[config.mk]
export PLATFORM = sky130hd
export DESIGN_NAME = ccd_clock_seq
export DESIGN_NICKNAME = d
export VERILOG_FILES = /design/src/rtl/ccd_seq_pkg.sv /design/src/rtl/ccd_phase_cnt.sv /design/src/rtl/ccd_region.sv /design/src/rtl/ccd_clock_seq.sv
export SDC_FILE = /design/constraint.sdc
export NUM_CORES = 1
export LEC_CHECK = 0
export BUFFER_PORTS_ARGS = -buffer_cell sky130_fd_sc_hd__buf_4
export CAP_MARGIN = 20
export CORE_MARGIN = 5
export CORE_UTILIZATION = 50
export DETAILED_ROUTE_END_ITERATION = 8
export GPL_ROUTABILITY_DRIVEN = 0
export PLACE_DENSITY_LB_ADDON = 0.3
export SLEW_MARGIN = 20
export SYNTH_ARGS = -nofsm -noshare
export SYNTH_HDL_FRONTEND = slang
export SYNTH_SLANG_ARGS = --single-unit
[constraint.sdc]
create_clock -name clk -period 4.6 [get_ports clk]
set_input_delay 0.92 -clock clk [delete_from_list [all_inputs] [get_ports clk]]
set_output_delay 0.92 -clock clk [all_outputs]
set_load 0.05 [all_outputs]
[src/rtl/ccd_seq_pkg.sv]
package ccd_seq_pkg;

    localparam int TW = 8;

    typedef enum logic [3:0] {
        S_IDLE, S_PDX, S_PDG, S_V2HI, S_V2LO,
        S_PARK, S_JOIN, S_RDH2, S_RDH1, S_END
    } seq_st_t;

    typedef struct packed {
        logic          dual;
        logic          bin;
        logic [TW-1:0] v2w;
        logic [TW-1:0] gw;
        logic [TW-1:0] hw;
    } seq_cfg_t;

    function automatic logic [TW-1:0] pick_w(input logic [TW-1:0] v, input logic [TW-1:0] d);
        return (v == '0) ? d : v;
    endfunction

endpackage

[src/rtl/ccd_phase_cnt.sv]
module ccd_phase_cnt #(
    parameter int W = 8
) (
    input  logic         clk,
    input  logic         rst,
    input  logic         ld_i,
    input  logic [W-1:0] len_i,
    output logic         done_o
);
    logic [W-1:0] cnt_q;

    always_ff @(posedge clk) begin
        if (rst)              cnt_q <= '0;
        else if (ld_i)        cnt_q <= len_i - W'(1);
        else if (cnt_q != '0) cnt_q <= cnt_q - W'(1);
    end

    assign done_o = (cnt_q == '0);
endmodule

[src/rtl/ccd_region.sv]
module ccd_region #(
    parameter int ROW_TOP = 8,
    parameter int ROW_ACT = 484,
    parameter int ROW_BOT = 4,
    parameter int NDUM    = 10,
    parameter int COL_DL  = 24,
    parameter int COL_ACT = 648,
    parameter int COL_DR  = 8,
    parameter int RW      = 9,
    parameter int CW      = 10
) (
    input  logic [RW-1:0] row_i,
    input  logic [CW-1:0] col_i,
    output logic          dummy_o,
    output logic          dark_o,
    output logic          active_o
);
    logic [CW-1:0] c_rel;
    logic          col_dark, row_dark;

    always_comb begin
        c_rel    = col_i - CW'(NDUM);
        dummy_o  = col_i < CW'(NDUM);
        col_dark = (c_rel < CW'(COL_DL)) || (c_rel >= CW'(COL_DL + COL_ACT));
        row_dark = (row_i < RW'(ROW_TOP)) || (row_i >= RW'(ROW_TOP + ROW_ACT));
        dark_o   = !dummy_o && (col_dark || row_dark);
        active_o = !dummy_o && !col_dark && !row_dark;
    end
endmodule

[src/rtl/ccd_clock_seq.sv]
module ccd_clock_seq
    import ccd_seq_pkg::*;
#(
    parameter int ROW_TOP = 8,
    parameter int ROW_ACT = 484,
    parameter int ROW_BOT = 4,
    parameter int NDUM    = 10,
    parameter int COL_DL  = 24,
    parameter int COL_ACT = 648,
    parameter int COL_DR  = 8,
    parameter int DEF_V1  = 6,
    parameter int DEF_V2  = 4,
    parameter int DEF_GAP = 2,
    parameter int DEF_H   = 2,
    localparam int NROW   = ROW_TOP + ROW_ACT + ROW_BOT,
    localparam int NH     = NDUM + COL_DL + COL_ACT + COL_DR,
    localparam int RW     = $clog2(NROW + 1),
    localparam int CW     = $clog2(NH + 1)
) (
    input  logic          clk,
    input  logic          rst,
    input  logic          start_i,
    input  logic          dual_i,
    input  logic          bin_i,
    input  logic          dump_i,
    input  logic [TW-1:0] v1_w_i,
    input  logic [TW-1:0] v2_w_i,
    input  logic [TW-1:0] gap_w_i,
    input  logic [TW-1:0] h_w_i,
    output logic          v1_o,
    output logic          v1_tx_o,
    output logic          v2_o,
    output logic          h1a_o,
    output logic          h1b_o,
    output logic          h2_o,
    output logic          fdg_o,
    output logic          pix_vld_o,
    output logic          dummy_o,
    output logic          dark_o,
    output logic          active_o,
    output logic [RW-1:0] row_o,
    output logic [CW-1:0] col_o,
    output logic          busy_o
);
    seq_st_t       st_q, nxt;
    seq_cfg_t      cfg_q;
    logic [TW-1:0] len;
    logic          adv, ld, grp;
    logic          dump_q, half_q, odd_q, pv_q;
    logic [RW-1:0] vrow_q, row_q;
    logic [CW-1:0] col_q;
    logic          rg_dum, rg_dark, rg_act;
    logic          last_line;

    ccd_phase_cnt #(.W(TW)) u_tmr (
        .clk(clk), .rst(rst), .ld_i(ld), .len_i(len), .done_o(adv)
    );

    ccd_region #(
        .ROW_TOP(ROW_TOP), .ROW_ACT(ROW_ACT), .ROW_BOT(ROW_BOT), .NDUM(NDUM),
        .COL_DL(COL_DL), .COL_ACT(COL_ACT), .COL_DR(COL_DR), .RW(RW), .CW(CW)
    ) u_reg (
        .row_i(row_q), .col_i(col_q),
        .dummy_o(rg_dum), .dark_o(rg_dark), .active_o(rg_act)
    );

    assign last_line = (vrow_q == RW'(NROW));

    always_comb begin
        nxt = st_q;
        len = TW'(1);
        grp = 1'b0;
        case (st_q)
            S_IDLE: if (start_i) begin nxt = S_PDX; len = pick_w(v1_w_i, TW'(DEF_V1)); end
            S_PDX:  if (adv) begin nxt = S_PDG; len = cfg_q.gw; end
            S_PDG:  if (adv) begin nxt = S_V2HI; len = cfg_q.v2w; grp = 1'b1; end
            S_V2HI: if (adv) begin nxt = S_V2LO; len = cfg_q.gw; end
            S_V2LO: if (adv) begin
                if (cfg_q.bin && !odd_q)        begin nxt = S_V2HI; len = cfg_q.v2w; end
                else if (cfg_q.dual && !half_q) begin nxt = S_PARK; len = cfg_q.v2w; end
                else if (!dump_q)               begin nxt = S_RDH2; len = cfg_q.hw; end
                else if (last_line)             begin nxt = S_END;  len = cfg_q.gw; end
                else begin nxt = S_V2HI; len = cfg_q.v2w; grp = 1'b1; end
            end
            S_PARK: if (adv) begin nxt = S_JOIN; len = cfg_q.gw; end
            S_JOIN: if (adv) begin nxt = S_V2HI; len = cfg_q.v2w; end
            S_RDH2: if (adv) begin nxt = S_RDH1; len = cfg_q.hw; end
            S_RDH1: if (adv) begin
                if (col_q != CW'(NH - 1)) begin nxt = S_RDH2; len = cfg_q.hw; end
                else if (last_line)       begin nxt = S_END;  len = cfg_q.gw; end
                else begin nxt = S_V2HI; len = cfg_q.v2w; grp = 1'b1; end
            end
            S_END:  if (adv) nxt = S_IDLE;
            default: nxt = S_IDLE;
        endcase
        ld = (nxt != st_q);
    end

    always_ff @(posedge clk) begin
        if (rst) begin
            st_q <= S_IDLE; cfg_q <= '0; dump_q <= 1'b0; half_q <= 1'b0; odd_q <= 1'b0;
            pv_q <= 1'b0; vrow_q <= '0; row_q <= '0; col_q <= '0;
        end else begin
            st_q <= nxt;
            pv_q <= (st_q == S_RDH2) && adv;
            if (st_q == S_IDLE && start_i) begin
                cfg_q.dual <= dual_i;
                cfg_q.bin  <= bin_i;
                cfg_q.v2w  <= pick_w(v2_w_i, TW'(DEF_V2));
                cfg_q.gw   <= pick_w(gap_w_i, TW'(DEF_GAP));
                cfg_q.hw   <= pick_w(h_w_i, TW'(DEF_H));
                vrow_q     <= '0;
                odd_q      <= 1'b0;
            end
            if (ld && grp) begin
                dump_q <= dump_i;
                half_q <= 1'b0;
            end
            if (ld && nxt == S_PARK) half_q <= 1'b1;
            if (st_q == S_V2HI && adv) begin
                row_q  <= vrow_q;
                vrow_q <= vrow_q + RW'(1);
            end
            if (st_q == S_V2LO && adv && cfg_q.bin) odd_q <= !odd_q;
            if (st_q == S_V2LO && nxt == S_RDH2) col_q <= '0;
            else if (st_q == S_RDH1 && adv)      col_q <= col_q + CW'(1);
        end
    end

    assign v1_tx_o   = (st_q == S_PDX);
    assign v2_o      = (st_q == S_V2HI);
    assign v1_o      = !v2_o;
    assign h2_o      = (st_q == S_RDH2);
    assign h1a_o     = (st_q != S_PARK) && !h2_o;
    assign h1b_o     = (st_q == S_PARK) || (st_q == S_JOIN) || (cfg_q.dual && st_q == S_RDH1);
    assign fdg_o     = v2_o && dump_q;
    assign pix_vld_o = pv_q;
    assign dummy_o   = pv_q && rg_dum;
    assign dark_o    = pv_q && rg_dark;
    assign active_o  = pv_q && rg_act;
    assign row_o     = row_q;
    assign col_o     = col_q;
    assign busy_o    = (st_q != S_IDLE);

    p_tx_v2_low_r1: assert property (@(posedge clk) disable iff (rst)
        v1_tx_o |-> !v2_o);
    p_xfer_h1a_r2: assert property (@(posedge clk) disable iff (rst)
        v2_o |-> (h1a_o && !h2_o));
    p_park_h2_low_r4: assert property (@(posedge clk) disable iff (rst)
        (h1b_o && !h1a_o) |-> (!h2_o && cfg_q.dual));
    p_strobe_h2_fall_r5: assert property (@(posedge clk) disable iff (rst)
        pix_vld_o |-> (!h2_o && $past(h2_o)));
    p_col_range_r5: assert property (@(posedge clk) disable iff (rst)
        pix_vld_o |-> (col_o < CW'(NH)));
    p_h_excl_r6: assert property (@(posedge clk) disable iff (rst)
        !(h2_o && (h1a_o || h1b_o)));
    p_one_flag_r7: assert property (@(posedge clk) disable iff (rst)
        pix_vld_o |-> $onehot({dummy_o, dark_o, active_o}));
    p_dump_window_r8: assert property (@(posedge clk) disable iff (rst)
        fdg_o |-> v2_o);
    p_no_dump_strobe_r8: assert property (@(posedge clk) disable iff (rst)
        pix_vld_o |-> !dump_q);
    p_no_restart_r10: assert property (@(posedge clk) disable iff (rst)
        (busy_o && start_i) |=> !$rose(v1_tx_o));
endmodule

* Word-level counts from Yosys, hierarchy flattened *
Index checks and enable logic that the tools add are counted.

word-level totals
  output and inout bits = 31
  input bits = 38
  logic and storage cells = 134
  flip-flop bits (word level) = 70

cells by class
  muxes and demuxes = 48
  reduce and logical (&&, ||, !) cells = 47
  $lt $le $gt $ge = 5
  equality and inequality tests = 15
  $add $sub $neg = 5

operators with widths
  operator                                                     count
  2-to-1 mux 8 bit                                             17
  2-to-1 mux 4 bit                                             14
  one-hot mux 8 bit (6 select lines)                           1
  zero test 8 bit                                              5
  one-hot mux 4 bit (9 select lines)                           1
  equality test 4 x 3 -> 1 bit, second input constant          6
  logical AND 1 bit                                            20
  2-to-1 mux 9 bit                                             2
  subtractor 8 x 1 -> 8 bit, second input constant             2
  2-to-1 mux 1 bit                                             12
  adder 10 x 1 -> 10 bit, second input constant                1
  greater-or-equal comparator 10 bit, second input constant    1
  less-than comparator 10 x 4 -> 1 bit, second input constant  1
  less-than comparator 10 x 5 -> 1 bit, second input constant  1
  inequality test 10 bit, second input constant                1
  subtractor 10 x 4 -> 10 bit, second input constant           1
  adder 9 x 1 -> 9 bit, second input constant                  1
  equality test 9 bit, second input constant                   1
  greater-or-equal comparator 9 bit, second input constant     1
  less-than comparator 9 x 4 -> 1 bit, second input constant   1
  equality test 4 x 2 -> 1 bit, second input constant          2
  equality test 4 bit, second input constant                   2
  nonzero test 2 bit                                           4
  nonzero test 8 bit                                           1
  10 further kinds                                             21

* Depth between registers and ports, before layout *
  depth after elaboration = 11
  gate-level depth with buffers = 17

* Cells and area by module *
From an unflattened synthesis, not the netlist that was laid out.

second synthesis, totals
  cells, all modules = 556
  area, all modules = 4,211.5 um2

by module, submodules not included
  module         area each (um2)  times used  cells each
  ccd_clock_seq  3,609.7          1           484
  ccd_phase_cnt  500.5            1           55
  ccd_region     101.3            1           17

* Worst setup path after synthesis *
OpenSTA, ideal clock, no wires.

  path kind = register to output
  from = register st_q[0]
  to = output port v1_tx_o
  path buffers = 2
  cell stages (with the launch flop) = 4
  arrival time = 2.457 ns
  setup slack = 1.223 ns
  required time = 3.680 ns
  cells stage by stage = dfxtp_1 buf_2 clkbuf_1 nor4b_1

on the way
  word-level cells in the longest chain between the ends = 1

ends and longest elaborated chain
  element                       line                  text
  from (decl)                   ccd_clock_seq.sv:45   seq_st_t st_q, nxt;
  from (signal assigned)        ccd_clock_seq.sv:104  st_q <= nxt;
  equality test 4 x 1 -> 1 bit  ccd_clock_seq.sv:130  assign v1_tx_o = (st_q == S_PDX);
  to (decl)                     ccd_clock_seq.sv:31   output logic v1_tx_o,

Every way passes these cells.

* Final worst setup path *
  from = register st_q[3]
  to = register u_tmr.cnt_q[6]

on the way
  word-level cells in the longest chain between the ends = 5
  elaborated cells on any way between the ends = 27
  classes of those cells = add/sub (1); eq/ne (10); mux (12); reduce/logical (4)

ends and longest elaborated chain
  element                                                                                   line                                      text
  equality test 4 x 1 -> 1 bit, or another cell as far along                                ccd_clock_seq.sv:73                       case (st_q)
  OR reduction 3 bit (no source line) or OR reduction 2 bit (tied branches)                 --
  one-hot mux 8 bit (6 select lines) or one-hot mux 4 bit (9 select lines) (tied branches)  ccd_clock_seq.sv:73
  subtractor 8 x 1 -> 8 bit or inequality test 4 bit (tied branches)                        ccd_phase_cnt.sv:14, ccd_clock_seq.sv:96
  2-to-1 mux 8 bit or nonzero test 2 bit (tied branches)                                    --
  to (signal assigned)                                                                      ccd_phase_cnt.sv:14                       else if (ld_i) cnt_q <= len_i - W'(1);
  to (signal assigned)                                                                      ccd_phase_cnt.sv:15                       else if (cnt_q != '0) cnt_q <= cnt_q - W'(1);
  to (decl)                                                                                 ccd_phase_cnt.sv:10                       logic [W-1:0] cnt_q;

Parallel ways exist; a longest one is shown, timed or not.
A chain may end at the register's enable or synchronous reset.

==> impl_metrics.yaml <==
outcome:
  run_status: "finished clean"
clock_tree:
  clk_pin_slew_ps: 80
  h-tree-depth: 3
  post_cts_buffers: 0
  cts_tree: "done"
  clk_latency_ps: 350
  clock-sinks: 70
  cts-root-buf: "clkbuf_8"
  clockBufferDepth: 2
  numCtsBuffers: 9
  cts_resized: 0
  holdBufCountCts: 0
floorplan:
  die_h_um: 102
  rows: 33
  ios: 69
  die-area_mm2: 0.0105
  die_w_um: 102
  core_area_mm2: 0.00826
  start_util_pct: 51.5
timing:
  fin_worst_skew_ps: 10.1
  slew_viol_final: 0
  tns_ps: 0
  setup_ws_ps: 1020
  maxSlewHeadroom_pct: 33.9
  hold_ws_ps: 460
  grt_setup_unrepaired: "no"
  fin_crit_ps: 3580
  worst_pin_slew_ps: 989
  timing.fmax_mhz: 279
  hold_viol: 0
  fin_crit_sh_pct: 77.9
  setup_viol_count_final: 0
global_route:
  grt_overflow: 0
  grt_max_degree: 55
  antenna_found_initial: 0
  grt_use_total_pct: 23.9
  grt_pass1_wl_um: 20200
  grt_pass1_vias: 4191
job:
  maxCapViolations: 0
place:
  hpwl_um: 8810
  io_buffers: 68
  dpl_worst_slack_ps: 1150
  place_inst: 714
cells_and_area:
  layout.nets: 663
  layout_commonest_cell: "nand2_1"
  syn2layout_area_growth_pct: 17.4
  antennaDiodeCount: 0
  final_cell_mix: "93 x nand2_1, 72 x buf_4, 70 x dfxtp_1"
  final_cells: 730
  drive_gt1_share_pct: 16.5
  fill_cells: 792
detailed_routing:
  ant_nets: 0
  wl_per_cell_um: 16.6
  vias_per_cell: 6.26
  vias: 4569
  first_iter_violations: 466
  wl_um: 12100
  dr.pass1.iters: 6
  drc: 0
min_path:
  whs_path_depth: 2
  worstHoldPathType: "reg -> reg"
synth:
  yosys.cell_types.count: 74
  ys_ff_latch: 70
  synth_seq_area_share_pct: 32.9
  synth-edff-count: 0
  synth_area_per_cell_um2: 7.42
  async_reset_ff_share_pct: 0
  synth_area_mm2: 0.00425
  synthesis.nets: 616
  yosysWarningCount: 0
  dominantRegCellSynth: "dfxtp_1"
  synthCells: 573
power_and_ir_drop:
  peakVddDrop_mv: 0.228
  cellLeakagePower_nw: 1.89
  p_per_area_mw_per_mm2: 496
  total_power_mw: 2.48
worst_setup_path:
  timing.critical_path.arrival_ps: 3870
  crit_type: "reg -> reg"
  critPathLaunchType: "flip-flop"
  crit_fanout: 21
  crit_required_ps: 4890
  endpoint_kind: "flip-flop"
  worst-r2r-cell-count: 14
cells in the mapped netlist, types with 7 or more instances:
cell type,number,area share (%)
xor2_1,10,2.1
o21ai_0,23,2.7
nand3_1,23,2.7
a21oi_1,64,7.5
and3_1,8,1.2
nand4_1,9,1.3
inv_1,15,1.3
o22ai_1,10,1.5
nand2_1,93,8.2
clkbuf_1,22,1.9
buf_2,9,1.1
nor2_1,65,5.7
nor3_1,9,1.1
or4_1,7,1.2
dfxtp_1,70,33
per-stage QoR:
step / utilization (%) / area [um^2]
after floorplan: - / 4250
after global placement: 57.8 / 4770
after detailed placement: 57.8 / 4770
after CTS: 60.5 / 4990
after global routing: 60.5 / 4990
final: 60.5 / 4990
cell families (layout without fill, tap and decap cells):
group / after synthesis / after routing / synth area share (%)
simple gates: 262 / 262 / 30.8
compound gates: 165 / 165 / 25.4
flops: 70 / 70 / 32.9
buf+inv: 51 / 103 / 4.94
xor+xnor: 14 / 14 / 2.88
mux: 6 / 6 / 1.53
fa+ha+maj: 5 / 5 / 1.47
state kept, by name, indices dropped and copies added (netlist names):
signal / count
cfg_q: 26
col_o: 10
row_o: 9
vrow_q: 9
u_tmr.cnt_q: 8
st_q: 4
dump_q: 1
half_q: 1
odd_q: 1
pix_vld_o: 1
layout make-up:
type | instances | area, um^2 | area share, %
multi-input combinational | 452 | 2640 | 52.9
inverter | 15 | 56.3 | 1.13
sequential | 70 | 1400 | 28.1
clock inverter | 6 | 93.8 | 1.88
clock buffer | 10 | 128 | 2.56
tap | 105 | 131 | 2.63
timing repair buffer | 72 | 541 | 10.8
final timing paths:
check        slack [ps]             end     start
min reg2reg         460        row_o[1]  row_o[1]
max                1020  u_tmr.cnt_q[6]   st_q[3]
max reg2reg        1020  u_tmr.cnt_q[6]   st_q[3]
min                 460        row_o[1]  row_o[1]
layer usage:
layer | GRT usage, % | wire length, um
met4 | 7.37 | 274
met3 | 6.35 | 1170
met2 | 37.3 | 5530
met1 | 32.3 | 5160
met5 | 0 | 0
where the power goes:
group          internal, mW  switching (mW)  leakage [nW]
combinational         0.422           0.659          1.21
clock                 0.309           0.244         0.107
sequential            0.694           0.148         0.570
total                  1.42            1.05          1.89
critical path, stage by stage, from the launching register on:
cell	delay [ps]
dfxtp_1	770
nor4b_4	590
nand4_1	240
a21oi_1	270
o21ai_1	130
a21oi_1	180
buf_4	220
nand2b_1	90
nand2_1	80
ha_1	140
inv_1	60
nor2_1	150
nand2_1	100
or3_1	360
a21oi_1	140
No activity file was read; power rests on OpenSTA's default activity.
